**src/rtl/sensreg_pkg.sv**
```systemverilog
`timescale 1ns/1ps
package sensreg_pkg;
  localparam int BYTE_W    = 8;
  localparam int CMD_W     = BYTE_W + 2;
  localparam int NCFG      = 4;
  localparam int CFG_IDX_W = 2;

  typedef enum logic [2:0] {
    ST_INIT,
    ST_IDLE,
    ST_CMD,
    ST_RX,
    ST_DONE
  } seq_state_e;

  // word layout: [9] start, [8] stop, [7:0] payload
  function automatic logic [CMD_W-1:0] mk_cmd(input logic sta, input logic sto,
                                              input logic [BYTE_W-1:0] pl);
    return {sta, sto, pl};
  endfunction
endpackage

```
**src/rtl/sensreg_init.sv**
```systemverilog
`timescale 1ns/1ps
module sensreg_init
  import sensreg_pkg::*;
#(
  parameter int CFG_W      = 16,
  parameter int T_SCL_LO   = 250,
  parameter int T_SCL_HI   = 250,
  parameter int T_SDA_HOLD = 60
) (
  input  logic                 clk,
  input  logic                 rst,
  output logic                 cfg_we,
  output logic [CFG_IDX_W-1:0] cfg_idx,
  output logic [CFG_W-1:0]     cfg_wdata,
  output logic                 init_done
);
  logic [CFG_IDX_W-1:0] cnt_q;
  logic [CFG_W-1:0]     val;

  always_comb begin
    case (cnt_q)
      2'd0:    val = CFG_W'(T_SCL_LO);
      2'd1:    val = CFG_W'(T_SCL_HI);
      2'd2:    val = CFG_W'(T_SDA_HOLD);
      default: val = CFG_W'(1);
    endcase
  end

  always_ff @(posedge clk) begin
    if (rst) begin
      cnt_q     <= '0;
      init_done <= 1'b0;
      cfg_we    <= 1'b0;
      cfg_idx   <= '0;
      cfg_wdata <= '0;
    end else if (!init_done) begin
      cfg_we    <= 1'b1;
      cfg_idx   <= cnt_q;
      cfg_wdata <= val;
      if (cnt_q == CFG_IDX_W'(NCFG - 1)) init_done <= 1'b1;
      else                               cnt_q     <= cnt_q + 1'b1;
    end else begin
      cfg_we <= 1'b0;
    end
  end
endmodule

```
**src/rtl/sensreg_cmdgen.sv**
```systemverilog
`timescale 1ns/1ps
module sensreg_cmdgen
  import sensreg_pkg::*;
#(
  parameter int          NBYTES   = 2,
  parameter logic [6:0]  DEV_ADDR = 7'h05
) (
  input  logic                       clk,
  input  logic                       rst,
  input  logic                       clear,
  input  logic                       active,
  input  logic                       abort,
  input  logic                       op_rd,
  input  logic [BYTE_W-1:0]          ptr,
  input  logic [BYTE_W*NBYTES-1:0]   wdata,
  input  logic                       cmd_full,
  output logic                       cmd_push,
  output logic [CMD_W-1:0]           cmd_word,
  output logic                       seq_last
);
  localparam int DATA_W = BYTE_W * NBYTES;
  localparam int N_WR   = 2 + NBYTES;
  localparam int N_RD   = 3 + NBYTES;
  localparam int STEP_W = $clog2(N_RD + 1);

  logic [STEP_W-1:0] step_q;
  logic [STEP_W-1:0] last_step;
  logic [STEP_W-1:0] k;
  logic [DATA_W-1:0] sh;

  always_comb begin
    last_step = op_rd ? STEP_W'(N_RD - 1) : STEP_W'(N_WR - 1);
    seq_last  = (step_q == last_step);
    k         = step_q - STEP_W'(2);
    sh        = wdata >> (BYTE_W * k);
    if (step_q == '0)
      cmd_word = mk_cmd(1'b1, 1'b0, {DEV_ADDR, 1'b0});
    else if (step_q == STEP_W'(1))
      cmd_word = mk_cmd(1'b0, op_rd, ptr);
    else if (op_rd && step_q == STEP_W'(2))
      cmd_word = mk_cmd(1'b1, 1'b0, {DEV_ADDR, 1'b1});
    else if (op_rd)
      cmd_word = mk_cmd(1'b0, seq_last, '0);
    else
      cmd_word = mk_cmd(1'b0, seq_last, sh[BYTE_W-1:0]);
    cmd_push = active && !cmd_full && !abort;
  end

  always_ff @(posedge clk) begin
    if (rst || clear)               step_q <= '0;
    else if (cmd_push && !seq_last) step_q <= step_q + 1'b1;
  end
endmodule

```
**src/rtl/sensreg_rxasm.sv**
```systemverilog
`timescale 1ns/1ps
module sensreg_rxasm
  import sensreg_pkg::*;
#(
  parameter int NBYTES = 2
) (
  input  logic                      clk,
  input  logic                      rst,
  input  logic                      clear,
  input  logic                      enable,
  input  logic                      rx_empty,
  input  logic [BYTE_W-1:0]         rx_data,
  output logic                      rx_pop,
  output logic                      rx_last,
  output logic [BYTE_W*NBYTES-1:0]  asm_nxt
);
  localparam int DATA_W = BYTE_W * NBYTES;
  localparam int CNT_W  = $clog2(NBYTES) + 1;

  logic [DATA_W-1:0] asm_q;
  logic [CNT_W-1:0]  cnt_q;

  generate
    if (NBYTES == 1) begin : g_single
      assign asm_nxt = rx_data;
    end else begin : g_multi
      assign asm_nxt = {rx_data, asm_q[DATA_W-1:BYTE_W]};
    end
  endgenerate

  assign rx_pop  = enable && !rx_empty;
  assign rx_last = rx_pop && (cnt_q == CNT_W'(NBYTES - 1));

  always_ff @(posedge clk) begin
    if (rst || clear) begin
      asm_q <= '0;
      cnt_q <= '0;
    end else if (rx_pop) begin
      asm_q <= asm_nxt;
      cnt_q <= cnt_q + 1'b1;
    end
  end
endmodule

```
**src/rtl/sensreg_seq.sv**
```systemverilog
`timescale 1ns/1ps
module sensreg_seq
  import sensreg_pkg::*;
#(
  parameter int         NBYTES     = 2,
  parameter logic [6:0] DEV_ADDR   = 7'h05,
  parameter int         CFG_W      = 16,
  parameter int         T_SCL_LO   = 250,
  parameter int         T_SCL_HI   = 250,
  parameter int         T_SDA_HOLD = 60
) (
  input  logic                     clk,
  input  logic                     rst,
  input  logic                     host_wr,
  input  logic                     host_rd,
  input  logic [7:0]               host_ptr,
  input  logic [8*NBYTES-1:0]      host_wdata,
  output logic                     host_wait,
  output logic [8*NBYTES-1:0]      host_rdata,
  output logic                     host_err,
  output logic                     cfg_we,
  output logic [1:0]               cfg_idx,
  output logic [CFG_W-1:0]         cfg_wdata,
  output logic                     cmd_push,
  output logic [9:0]               cmd_word,
  input  logic                     cmd_full,
  output logic                     rx_pop,
  input  logic [7:0]               rx_data,
  input  logic                     rx_empty,
  input  logic                     nack_det
);
  localparam int DATA_W = BYTE_W * NBYTES;

  seq_state_e        state_q;
  logic              op_rd_q;
  logic [7:0]        ptr_q;
  logic [DATA_W-1:0] wdata_q;
  logic [DATA_W-1:0] rdata_q;
  logic              err_q;
  logic              init_done;
  logic              accept;
  logic              seq_last;
  logic              rx_last;
  logic [DATA_W-1:0] asm_nxt;

  sensreg_init #(
    .CFG_W(CFG_W), .T_SCL_LO(T_SCL_LO), .T_SCL_HI(T_SCL_HI), .T_SDA_HOLD(T_SDA_HOLD)
  ) u_init (
    .clk(clk), .rst(rst), .cfg_we(cfg_we), .cfg_idx(cfg_idx),
    .cfg_wdata(cfg_wdata), .init_done(init_done)
  );

  sensreg_cmdgen #(.NBYTES(NBYTES), .DEV_ADDR(DEV_ADDR)) u_cmd (
    .clk(clk), .rst(rst), .clear(accept), .active(state_q == ST_CMD),
    .abort(nack_det), .op_rd(op_rd_q), .ptr(ptr_q), .wdata(wdata_q),
    .cmd_full(cmd_full), .cmd_push(cmd_push), .cmd_word(cmd_word), .seq_last(seq_last)
  );

  sensreg_rxasm #(.NBYTES(NBYTES)) u_rx (
    .clk(clk), .rst(rst), .clear(accept), .enable(state_q == ST_RX && !nack_det),
    .rx_empty(rx_empty), .rx_data(rx_data), .rx_pop(rx_pop), .rx_last(rx_last),
    .asm_nxt(asm_nxt)
  );

  assign accept     = (state_q == ST_IDLE) && (host_wr || host_rd);
  assign host_wait  = (state_q != ST_DONE);
  assign host_rdata = rdata_q;
  assign host_err   = err_q;

  always_ff @(posedge clk) begin
    if (rst) begin
      state_q <= ST_INIT;
      op_rd_q <= 1'b0;
      ptr_q   <= '0;
      wdata_q <= '0;
      rdata_q <= '0;
      err_q   <= 1'b0;
    end else begin
      case (state_q)
        ST_INIT: if (init_done) state_q <= ST_IDLE;
        ST_IDLE: if (accept) begin
          op_rd_q <= !host_wr;
          ptr_q   <= host_ptr;
          wdata_q <= host_wdata;
          state_q <= ST_CMD;
        end
        ST_CMD: if (nack_det) begin
          err_q   <= 1'b1;
          rdata_q <= '0;
          state_q <= ST_DONE;
        end else if (cmd_push && seq_last) begin
          if (op_rd_q) state_q <= ST_RX;
          else begin
            err_q   <= 1'b0;
            rdata_q <= '0;
            state_q <= ST_DONE;
          end
        end
        ST_RX: if (nack_det) begin
          err_q   <= 1'b1;
          rdata_q <= '0;
          state_q <= ST_DONE;
        end else if (rx_last) begin
          err_q   <= 1'b0;
          rdata_q <= asm_nxt;
          state_q <= ST_DONE;
        end
        ST_DONE: state_q <= ST_IDLE;
        default: state_q <= ST_INIT;
      endcase
    end
  end
endmodule

```
**config.mk**
```make
export PLATFORM = sky130hd
export DESIGN_NAME = sensreg_seq
export DESIGN_NICKNAME = d
export VERILOG_FILES = /design/src/rtl/sensreg_pkg.sv /design/src/rtl/sensreg_init.sv /design/src/rtl/sensreg_cmdgen.sv /design/src/rtl/sensreg_rxasm.sv /design/src/rtl/sensreg_seq.sv
export SDC_FILE = /design/constraint.sdc
export NUM_CORES = 1
export LEC_CHECK = 0
export ABC_AREA = 1
export BUFFER_PORTS_ARGS = -buffer_cell sky130_fd_sc_hd__buf_2
export CORE_MARGIN = 10
export CORE_UTILIZATION = 53
export DETAILED_ROUTE_END_ITERATION = 10
export GPL_ROUTABILITY_DRIVEN = 0
export GPL_TIMING_DRIVEN = 0
export PLACE_DENSITY = 0.79
export SLEW_MARGIN = 20
export SYNTH_ARGS = -nofsm -noshare
export SYNTH_HDL_FRONTEND = slang
export SYNTH_SLANG_ARGS = --single-unit
```
**constraint.sdc**
```tcl
create_clock -name clk -period 5.1 [get_ports clk]
set_input_delay 0.51 -clock clk [delete_from_list [all_inputs] [get_ports clk]]
set_output_delay 0.51 -clock clk [all_outputs]
set_load 0.01 [all_outputs]
```
==> run_results.csv <==
group,metric,value,unit
clocking,cts_root_buf,"clkbuf_8",
global_route,grtUsageTotal,16.8,%
floorplan,die_w,98.8,um
floorplan,dieArea,9760,um^2
power,ir_worst_vdd,259,uV
power,p_leak,2.00,nW
timing,rsz0062_at_grt,"false",
drt,viasPerCell,4.90,
synth,avgSynthCellArea,6.90,um^2
drt,route.detailed.drc,0,
global_route,antenna_found_initial,0,
finish,drive_above_1_share,24.4,%
global_route,grt_overflow,0,
clocking,clock_latency,340,ps
floorplan,ios,88,
placed_design,port_buffers,79,
finish,fill_cells,537,
clocking,clk_path_buf_depth,2,
finish,syn2layout_area_growth,21.2,%
synth,ys.flop_type,"dfxtp_1",
timing,fin_ws,2190,ps
clocking,cts.sinks,68,
synth,syn_area,3290,um^2
drt,wl,8.44,mm
synth,seq_area_frac_synth,41.4,%
worst_setup_path,worstSetupPathType,"reg -> out",
worst_setup_path,critPathLaunchType,"register",
synth,yosys.cell_types.count,35,
power,p_switching,0.568,mW
clocking,cts_htree_levels,3,
power,power_frac_seq,43.7,%
floorplan,std_cell_rows,28,
clocking,cts_resized,0,
finish,finalNonFillerCells,654,
synth,syn_inst,477,
clocking,cts_setup_buffers,0,
clocking,hold_buffers,0,
power,powerDensity,406,nW/um^2
timing,worst_slew_pin_slew,535,ps
placed_design,place_inst,638,
timing,layout_worst_path_cycle_share,57.0,%
floorplan,die_h,98.8,um
hold_path,min_path_type,"in -> reg",
drt,first_pass_iters,5,
placed_design,post-place-ws,2570,ps
global_route,grt_max_degree,12,
timing,fmaxAchievable,344,MHz
synth,synth_edf_count,0,
floorplan,core-area,5990,um^2
power,p_comb_share,29.9,%
timing,fin_hold_ws,372,ps
finish,final_nets,622,
drt,ant_nets,0,
drt,routed-via-count,3203,
run_status,status,"complete, no violations",
clocking,clkTransAtPathRegs,70,ps
worst_setup_path,path_max_fanout,10,
timing,period_needed,2910,ps
worst_setup_path,end_kind,"output port",
worst_setup_path,cp.arrival,2400,ps
drt,wl_per_cell,12.9,um
worst_setup_path,crit_required,4590,ps
timing,setup_violations,0,
timing,slew_headroom,64.2,%
timing,skew,13.7,ps
timing,finalHoldViolations,0,
finish,n_antenna_cell,0,
drt,drt-initial-drc-count,162,
synth,ys_seq_elements,68,
timing,slew_violations,0,
power,clkPwrFrac,26.4,%
clocking,cts_buffers,9,
synth,async_flop_share,0,%
flow_run,cap_violations,0,
clocking,cts_tree,"yes",
timing,setup_tns,0,ps
placed_design,hpwl,6.43,mm
power,power.internal,1.05,mW
floorplan,floorplan.initialDensity,54.9,%
finish,final_util,66.6,%
synth,yosys_warnings,0,
power,swShare,35.1,%
global_route,grt_pass1_vias,3045,
global_route,grt_first_pass_wirelength,13.9,mm
==> cell families after synthesis <==
group / synth area share (%)
fa+ha+maj: 3.42
flops: 41.4
compound gates: 12.4
mux: 0.304
simple gates: 29.5
other cells: 0.114
buf+inv: 12.9
==> per-stage QoR <==
| step | instance area [um^2] | total power [mW] |
|---|---|---|
| detailed placement | 3810 | 1.20 |
| global route | 3990 | 1.73 |
| CTS | 3990 | 1.63 |
| global placement | 3810 | 1.18 |
| finish | 3990 | 1.62 |
| floorplan | 3320 | 1.05 |
==> power by group through the flow <==
stage	registers, mW	clock network, mW	logic [mW]
2_1_floorplan	0.722	0	0.323
3_3_place_gp	0.712	0	0.471
3_5_place_dp	0.716	0	0.487
4_1_cts	0.706	0.432	0.489
5_1_grt	0.722	0.452	0.558
6_report	0.708	0.428	0.485
==> cells in the final DEF, fill, tap and decap left out, types with 3 or more instances in the layout <==
cell type / n
a21oi_1: 29
nand2_2: 3
buf_2: 88
clkinv_2: 3
dfxtp_1: 68
nand2_1: 100
clkbuf_8: 9
inv_2: 11
nor2_1: 97
clkbuf_1: 8
conb_1: 8
inv_1: 50
o21ai_0: 40
nand4_1: 11
nand3_1: 6
buf_4: 12
ha_1: 9
==> worst paths after layout <==
kind	startpoint	cells after the start	to	slack, ps
max	u_cmd.step_q[0]	10	cmd_word[1]	2190
min	host_wr	2	op_rd_q	370
max reg2reg	u_cmd.step_q[0]	5	u_cmd.step_q[1]	3500
min reg2reg	u_init.cfg_wdata[0]	1	u_init.cfg_wdata[0]	450
==> critical path: stages, from the launching register on <==
cell      delay (ps)
dfxtp_1          410
buf_2            270
clkinv_1         290
ha_1             290
nand2_1           80
inv_1            110
nor2_1           120
inv_1             70
a21oi_1          170
o31ai_1          100
buf_2            150
==> synth_stat cells, drive strengths merged (3+ instances only) <==
cell    instances  area (um^2)
nand2         105          417
nor2          100          402
dfxtp          68         1360
inv            61          229
o21ai          41          205
a21oi          30          161
buf            24          161
nand4          11         68.8
ha              9          113
nand3           8         57.6
clkbuf          7         27.5
nor3            3         20.0
==> state kept, by name, summed over array words and instances, names as in the netlist <==
signal and count:
u_init.cfg_we 1, u_rx.asm_q 8, host_err 1, u_init.cnt_q 2, op_rd_q 1, u_rx.cnt_q 2
u_init.cfg_wdata 4, u_cmd.step_q 3, ptr_q 8, state_q 3, host_rdata 16, u_init.cfg_idx 2
wdata_q 16, u_init.init_done 1
==> area by class of cell <==
| cell class | count | area (um^2) | share of cell area, % |
|---|---|---|---|
| well taps | 75 | 93.8 | 2.35 |
| multi-input cells | 322 | 1530 | 38.4 |
| plain buffers | 31 | 189 | 4.73 |
| clock inverters | 5 | 52.6 | 1.32 |
| flip-flops and latches | 68 | 1360 | 34.1 |
| repair buffers | 79 | 395 | 9.91 |
| inverters | 63 | 236 | 5.92 |
| clock buffers | 11 | 131 | 3.29 |
==> routing by layer <==
layer	wire length, um	global-route usage (%)
met1	3730	20.7
met2	4050	27.7
met3	557	4.26
met4	104	5.95
met5	0	0
(Power assumes the default switching activity.)
